--- config.mk ---
export PLATFORM = sky130hd
export DESIGN_NAME = bounce_event_counter
export DESIGN_NICKNAME = d
export VERILOG_FILES = /design/src/rtl/bounce_event_pkg.sv /design/src/rtl/bounce_event_ctrl.sv /design/src/rtl/bounce_event_dp.sv /design/src/rtl/bounce_event_counter.sv
export SDC_FILE = /design/constraint.sdc
export NUM_CORES = 1
export LEC_CHECK = 0
export CORE_MARGIN = 4
export CORE_UTILIZATION = 50
export DETAILED_ROUTE_END_ITERATION = 7
export PLACE_DENSITY = 0.8
export SLEW_MARGIN = 5
export SYNTH_ARGS = -nofsm -noshare
export SYNTH_HDL_FRONTEND = slang
export SYNTH_SLANG_ARGS = --single-unit
--- constraint.sdc ---
create_clock -name clk -period 2.25 [get_ports clk]
set_input_delay 0.5625 -clock clk [delete_from_list [all_inputs] [get_ports clk]]
set_output_delay 0.5625 -clock clk [all_outputs]
set_load 0.03 [all_outputs]
--- src/rtl/bounce_event_pkg.sv ---
package bounce_event_pkg;
  localparam int CFG_W   = 16;
  localparam int SPAN_W  = 8;
  localparam int COUNT_W = 32;

  typedef struct packed {
    logic incr;
    logic clear;
  } strobe_t;
endpackage

--- src/rtl/bounce_event_ctrl.sv ---
module bounce_event_ctrl
  import bounce_event_pkg::*;
#(
  parameter int TICK_CYCLES = 4_000_000,
  parameter int SYNC_STAGES = 2
) (
  input  logic             clk,
  input  logic             rstN,
  input  logic             pinIn,
  input  logic             cfgWr,
  input  logic [CFG_W-1:0] cfgData,
  output strobe_t          strb
);
  localparam int PW = (TICK_CYCLES > 1) ? $clog2(TICK_CYCLES) : 1;

  logic [SYNC_STAGES-1:0] syncQ;
  logic                   prevLvl;
  logic [PW-1:0]          preCnt;
  logic                   tick;
  logic [SPAN_W-1:0]      cfgSpan;
  logic                   cfgRise;
  logic                   armed;
  logic [SPAN_W-1:0]      blankLeft;
  logic                   curLvl, hit, accept;

  // synchronizer chain
  genvar gi;
  generate
    for (gi = 0; gi < SYNC_STAGES; gi++) begin : g_sync
      if (gi == 0) begin : g_first
        always_ff @(posedge clk) begin
          if (!rstN) syncQ[0] <= 1'b0;
          else       syncQ[0] <= pinIn;
        end
      end else begin : g_next
        always_ff @(posedge clk) begin
          if (!rstN) syncQ[gi] <= 1'b0;
          else       syncQ[gi] <= syncQ[gi-1];
        end
      end
    end
  endgenerate

  assign curLvl = syncQ[SYNC_STAGES-1];

  always_ff @(posedge clk) begin
    if (!rstN) prevLvl <= 1'b0;
    else       prevLvl <= curLvl;
  end

  // free-running coarse timebase
  assign tick = (preCnt == PW'(TICK_CYCLES - 1));
  always_ff @(posedge clk) begin
    if (!rstN)     preCnt <= '0;
    else if (tick) preCnt <= '0;
    else           preCnt <= preCnt + 1'b1;
  end

  // configuration register
  always_ff @(posedge clk) begin
    if (!rstN) begin
      cfgSpan <= '0;
      cfgRise <= 1'b0;
    end else if (cfgWr) begin
      cfgSpan <= cfgData[SPAN_W-1:0];
      cfgRise <= cfgData[SPAN_W];
    end
  end

  assign hit    = cfgRise ? (curLvl & ~prevLvl) : (~curLvl & prevLvl);
  assign accept = armed & hit;

  // blanking state
  always_ff @(posedge clk) begin
    if (!rstN) begin
      armed     <= 1'b1;
      blankLeft <= '0;
    end else if (accept) begin
      armed     <= 1'b0;
      blankLeft <= cfgSpan;
    end else if (!armed && tick) begin
      if (blankLeft == '0) armed <= 1'b1;
      else                 blankLeft <= blankLeft - 1'b1;
    end
  end

  always_comb begin
    strb       = '0;
    strb.incr  = accept;
    strb.clear = cfgWr && (cfgData == '0);
  end

  // an accepted edge disarms, so no back-to-back increments
  p_single_hit_r5: assert property (@(posedge clk) disable iff (!rstN)
    strb.incr |=> !strb.incr);
  // blanking loads the configured span
  p_blank_load_r4: assert property (@(posedge clk) disable iff (!rstN)
    strb.incr |=> (!armed && blankLeft == $past(cfgSpan)));
  // re-arming only happens on a tick
  p_rearm_tick_r4: assert property (@(posedge clk) disable iff (!rstN)
    $rose(armed) |-> $past(tick));
endmodule

--- src/rtl/bounce_event_dp.sv ---
module bounce_event_dp
  import bounce_event_pkg::*;
(
  input  logic               clk,
  input  logic               rstN,
  input  strobe_t            strb,
  input  logic               rdEn,
  output logic [COUNT_W-1:0] rdData
);
  logic [COUNT_W-1:0] count;

  always_ff @(posedge clk) begin
    if (!rstN)           count <= '0;
    else if (strb.clear) count <= '0;
    else if (strb.incr)  count <= count + 1'b1;
  end

  always_ff @(posedge clk) begin
    if (!rstN)     rdData <= '0;
    else if (rdEn) rdData <= count;
  end

  p_step_one_r1: assert property (@(posedge clk) disable iff (!rstN)
    (strb.incr && !strb.clear) |=> count == $past(count) + 1'b1);
  p_hold_r8: assert property (@(posedge clk) disable iff (!rstN)
    (!strb.incr && !strb.clear) |=> $stable(count));
  p_clear_r6: assert property (@(posedge clk) disable iff (!rstN)
    strb.clear |=> count == '0);
  p_read_old_r7: assert property (@(posedge clk) disable iff (!rstN)
    rdEn |=> rdData == $past(count));
  p_read_hold_r7: assert property (@(posedge clk) disable iff (!rstN)
    !rdEn |=> $stable(rdData));
endmodule

--- src/rtl/bounce_event_counter.sv ---
module bounce_event_counter
  import bounce_event_pkg::*;
#(
  parameter int TICK_CYCLES = 4_000_000
) (
  input  logic                 clk,
  input  logic                 rstN,
  input  logic                 pinIn,
  input  logic                 cfgWr,
  input  logic [CFG_W-1:0]     cfgData,
  input  logic                 rdEn,
  output logic [COUNT_W-1:0]   rdData
);
  strobe_t strb;

  bounce_event_ctrl #(.TICK_CYCLES(TICK_CYCLES), .SYNC_STAGES(2)) u_ctrl (
    .clk(clk), .rstN(rstN), .pinIn(pinIn),
    .cfgWr(cfgWr), .cfgData(cfgData), .strb(strb)
  );

  bounce_event_dp u_dp (
    .clk(clk), .rstN(rstN), .strb(strb), .rdEn(rdEn), .rdData(rdData)
  );
endmodule

==> metrics.log <==
INFO  metric clkSlewWorstSetupHoldPaths = 0.10 ns
INFO  metric fmaxAchievable = 0.4657 GHz
INFO  metric route.top_layer_used = met4
INFO  metric die-area = between 10,000 and 15,000 um2
INFO  metric timing.final.ws_setup = 0.1026 ns
INFO  metric netlist_top_cells_area = sky130_fd_sc_hd__dfxtp_1, sky130_fd_sc_hd__mux2i_1, sky130_fd_sc_hd__nor2_1
INFO  metric vias_in_the_first_global_route = 3,536
INFO  metric power.share.clock = ~36%
INFO  metric hold_buffers = 0
INFO  metric post-dp-hpwl = between 6 and 7 mm
INFO  metric initial_core_util = 51.63%
INFO  metric timing.hold.worst.class = reg2reg
INFO  metric path_class = reg2reg
INFO  metric worst_path_cell_trace = inv_1 -> ha_1 -> or4b_4 -> nor4_4 -> or4_4 -> or3_1 -> a311oi_2
INFO  metric clock_sinks = around 110
INFO  metric die_w = between 100 and 150 um
INFO  metric clock_tree.buffer_depth = 2
INFO  metric antenna_found_initial = 0
INFO  metric firstDrtPassIters = 4
INFO  metric syn_to_final_growth = 21.38%
INFO  metric netlist_instances = 501
INFO  metric netlist.top_cell.by_area = sky130_fd_sc_hd__dfxtp_1
INFO  metric ir_worst_vdd = approximately 0.00036 V
INFO  metric pwr-share-comb = under 10%
INFO  metric synth_nets = around 530
INFO  metric met1Wirelength = ~4.3 mm
INFO  metric p_sw_share = about a quarter
INFO  metric dr_wl_met2 = roughly 4.8 mm
INFO  metric yosys_top_cell_area_share = a little under half
INFO  metric via_per_inst = 5.523
INFO  metric max-slew-margin-rel = between 60% and 70%
INFO  metric maxSlewViolCount = 0
INFO  metric worst_setup_path_end_kind = register
INFO  metric run_status = finished, final reports clean
INFO  metric route.vias.total = 3,695
INFO  metric synth_most_common_cell = sky130_fd_sc_hd__dfxtp_1
INFO  metric final-hold-violation-count = 0
INFO  metric htreeDepth = 3
INFO  metric worstMarginPinSlew = between 0.5 and 0.6 ns
INFO  metric total_switching_power = roughly 790 uW
INFO  metric period_minus_slack = roughly 2.1 ns
INFO  metric rsz0062_at_grt = false
INFO  metric crit_arrival = ~2.4 ns
INFO  metric chipHeight = 103.1 um
INFO  metric critPathBufInv = 1
INFO  metric post_place_setup_slack = -0.1846 ns
INFO  metric portion_of_the_post_synthesis_area_used_by_sequential_elements = between 40 and 50%
INFO  metric synthesis.area = ~4500 um2
INFO  metric final_cell_area = roughly 5500 um2
INFO  metric synth-warning-count = 0
INFO  metric post_synth_num_cell_types = 46
INFO  metric placedInstanceArea = 5233 um2
INFO  metric drive_above_1_share = around a tenth
INFO  metric yosys_most_used_dff = sky130_fd_sc_hd__dfxtp_1
INFO  metric antenna_cells_inserted = 0
INFO  metric critPathMaxStageDelay = about 0.52 ns
INFO  metric number_of_placement_rows = 34
INFO  metric post_detailed_routing_wire_length = slightly below 10 mm
INFO  metric detail_route.iter0.violations = ~180
INFO  metric p_seq_share = 58.0%
INFO  metric finish.net_count = just under 600
INFO  metric grt_use_total = between 10% and 20%
INFO  metric grt_max_degree = 33
INFO  metric tritoncts.num_buffers = 9
INFO  metric timing.clock.skew = between 0.01 and 0.015 ns
INFO  metric async_reset_ff_share = 0%
INFO  metric post-route-drc-count = 0
INFO  metric crit_slowest_cell = sky130_fd_sc_hd__or4_4
INFO  metric detailroute.wirelength.met3 = 521 um
INFO  metric number_of_buffer_cells_added_on_primary_ports = between 50 and 60
INFO  metric drt.antenna.violating_nets = 0
INFO  metric min_period_over_period = 95.44%
INFO  metric timing.critical_path.max_delay_family = simple AND/OR/NAND/NOR gates
INFO  metric timing.final.setup_violations = 0
INFO  metric layout.core_utilization = between 60% and 70%
INFO  metric tritoncts = done
INFO  metric syn_area_per_cell = roughly 9 um2
INFO  metric grt_pass1_wl = 16.35 mm
INFO  metric report.power.total = 3.336 mW
INFO  metric clockRootBuffer = sky130_fd_sc_hd__clkbuf_8
INFO  metric crit_fanout = 6
INFO  metric placeableCoreArea = between 8000 and 9000 um2
INFO  metric cellLeakagePower = approximately 2 nW
INFO  metric ys_ff_latch = roughly 110
INFO  metric drt-wirelength-per-cell = roughly 15 um
INFO  metric gpl_congestion = 0.8606
INFO  metric boundaryPins = 53
INFO  metric p_int = 2.544 mW
INFO  metric synth_top_cells_by_count = sky130_fd_sc_hd__dfxtp_1, sky130_fd_sc_hd__nor2_1, sky130_fd_sc_hd__mux2i_1
INFO  metric cp_required = between 2 and 3 ns
INFO  metric power-per-cell-area = roughly 600 nW/um2
INFO  metric grt_remaining_overflow = 0
INFO  metric synth-edff-count = 0
INFO  metric timing.critical_path.from_type = register
INFO  metric clk-insertion-delay-late = 0.37 ns
INFO  metric max_cap_violations = 0
-- cell usage in the layout (no fill, tap or decap), types with 3 or more instances in the layout --
| master | netlist | final |
|---|---|---|
| sky130_fd_sc_hd__a21oi_1 | 13 | 13 |
| sky130_fd_sc_hd__and2_1 | 4 | 4 |
| sky130_fd_sc_hd__and3_1 | 3 | 3 |
| sky130_fd_sc_hd__and4_1 | 6 | 6 |
| sky130_fd_sc_hd__buf_4 | 1 | 17 |
| sky130_fd_sc_hd__clkbuf_8 | 0 | 9 |
| sky130_fd_sc_hd__clkdlybuf4s50_1 | 0 | 51 |
| sky130_fd_sc_hd__clkinv_4 | 0 | 3 |
| sky130_fd_sc_hd__dfxtp_1 | 107 | 103 |
| sky130_fd_sc_hd__dfxtp_2 | 0 | 3 |
| sky130_fd_sc_hd__inv_1 | 17 | 17 |
| sky130_fd_sc_hd__mux2i_1 | 41 | 41 |
| sky130_fd_sc_hd__nand2_1 | 21 | 21 |
| sky130_fd_sc_hd__nand3_1 | 16 | 16 |
| sky130_fd_sc_hd__nand4_1 | 9 | 9 |
| sky130_fd_sc_hd__nor2_1 | 98 | 98 |
| sky130_fd_sc_hd__nor3_1 | 13 | 13 |
| sky130_fd_sc_hd__nor4_1 | 20 | 19 |
| sky130_fd_sc_hd__o21ai_0 | 16 | 16 |
| sky130_fd_sc_hd__or3_1 | 15 | 15 |
| sky130_fd_sc_hd__xnor2_1 | 35 | 35 |
| sky130_fd_sc_hd__xor2_1 | 7 | 7 |
-- per-stage QoR --
stage	cells	hold slack, ns	setup TNS [ns]
after floorplan	501	0.4119	0
after global placement	652	0.4145	-1.775
after detailed placement	652	0.4300	-2.010
after CTS	669	0.4499	0
after global routing	669	0.4677	0
final	669	0.4379	0
-- layout make-up --
type,count,area [um2]
Timing Repair Buffer,71,683.2
Clock inverter,6,75.07
Fill cell,702,3272
Sequential cell,107,2150
Tap cell,108,135.1
Inverter,17,63.81
Multi-Input combinational cell,350,2257
Clock buffer,10,127.6
-- state kept, by name, summed over array words and instances (netlist names) --
| name | count |
|---|---|
| u_ctrl.armed | 1 |
| u_ctrl.curLvl | 1 |
| u_ctrl.blankLeft | 8 |
| u_ctrl.preCnt | 22 |
| u_ctrl.cfgRise | 1 |
| u_ctrl.syncQ | 1 |
| u_dp.count | 32 |
| u_ctrl.cfgSpan | 8 |
| u_dp.rdData | 32 |
| u_ctrl.prevLvl | 1 |
-- path summary, 6_finish.rpt --
| check | startpoint | end | slack (ns) | cells after the start |
|---|---|---|---|---|
| setup / recovery | u_ctrl.blankLeft[0] | u_ctrl.blankLeft[4] | 0.10 | 7 |
| hold / removal | u_ctrl.preCnt[0] | u_ctrl.preCnt[0] | 0.44 | 1 |
| setup reg to reg | u_ctrl.blankLeft[0] | u_ctrl.blankLeft[4] | 0.10 | 7 |
| hold reg to reg | u_ctrl.preCnt[0] | u_ctrl.preCnt[0] | 0.44 | 1 |
-- repair_timing --
| item | in CTS | in global routing |
|---|---|---|
| setup endpoints to repair | 3 | 6 |
| resized for setup | 3 | 9 |
| buffers inserted | 1 | 0 |
| pin swaps | 2 | 2 |
-- power by group through the flow --
| stage | clock (mW) | combinational [mW] | sequential (mW) |
|---|---|---|---|
| final | 1.20 | 0.203 | 1.94 |
| after detailed placement | 0 | 0.194 | 1.98 |
| after floorplan | 0 | 0.119 | 1.97 |
| after global routing | 1.29 | 0.223 | 1.94 |
| after global placement | 0 | 0.189 | 1.98 |
| after CTS | 1.22 | 0.203 | 1.94 |
-- routing by layer --
| metal | vias up | global-route usage (%) |
|---|---|---|
| met5 | - | 0 |
| met3 | 11 | 4.398 |
| li1 | 1834 | - |
| met1 | 1763 | 24.37 |
| met2 | 87 | 32.96 |
| met4 | 0 | 5.976 |
-- cells by family after synthesis --
logic type	synth area share, %
AND/OR/NAND/NOR	24.67
flip-flops	47.35
buffers and inverters	3.844
adder cells (fa/ha/maj)	0.8297
multiplexers	9.071
AO/OA/AOI/OAI	6.112
XOR/XNOR	8.130
Power figures use the tool's default switching activity.
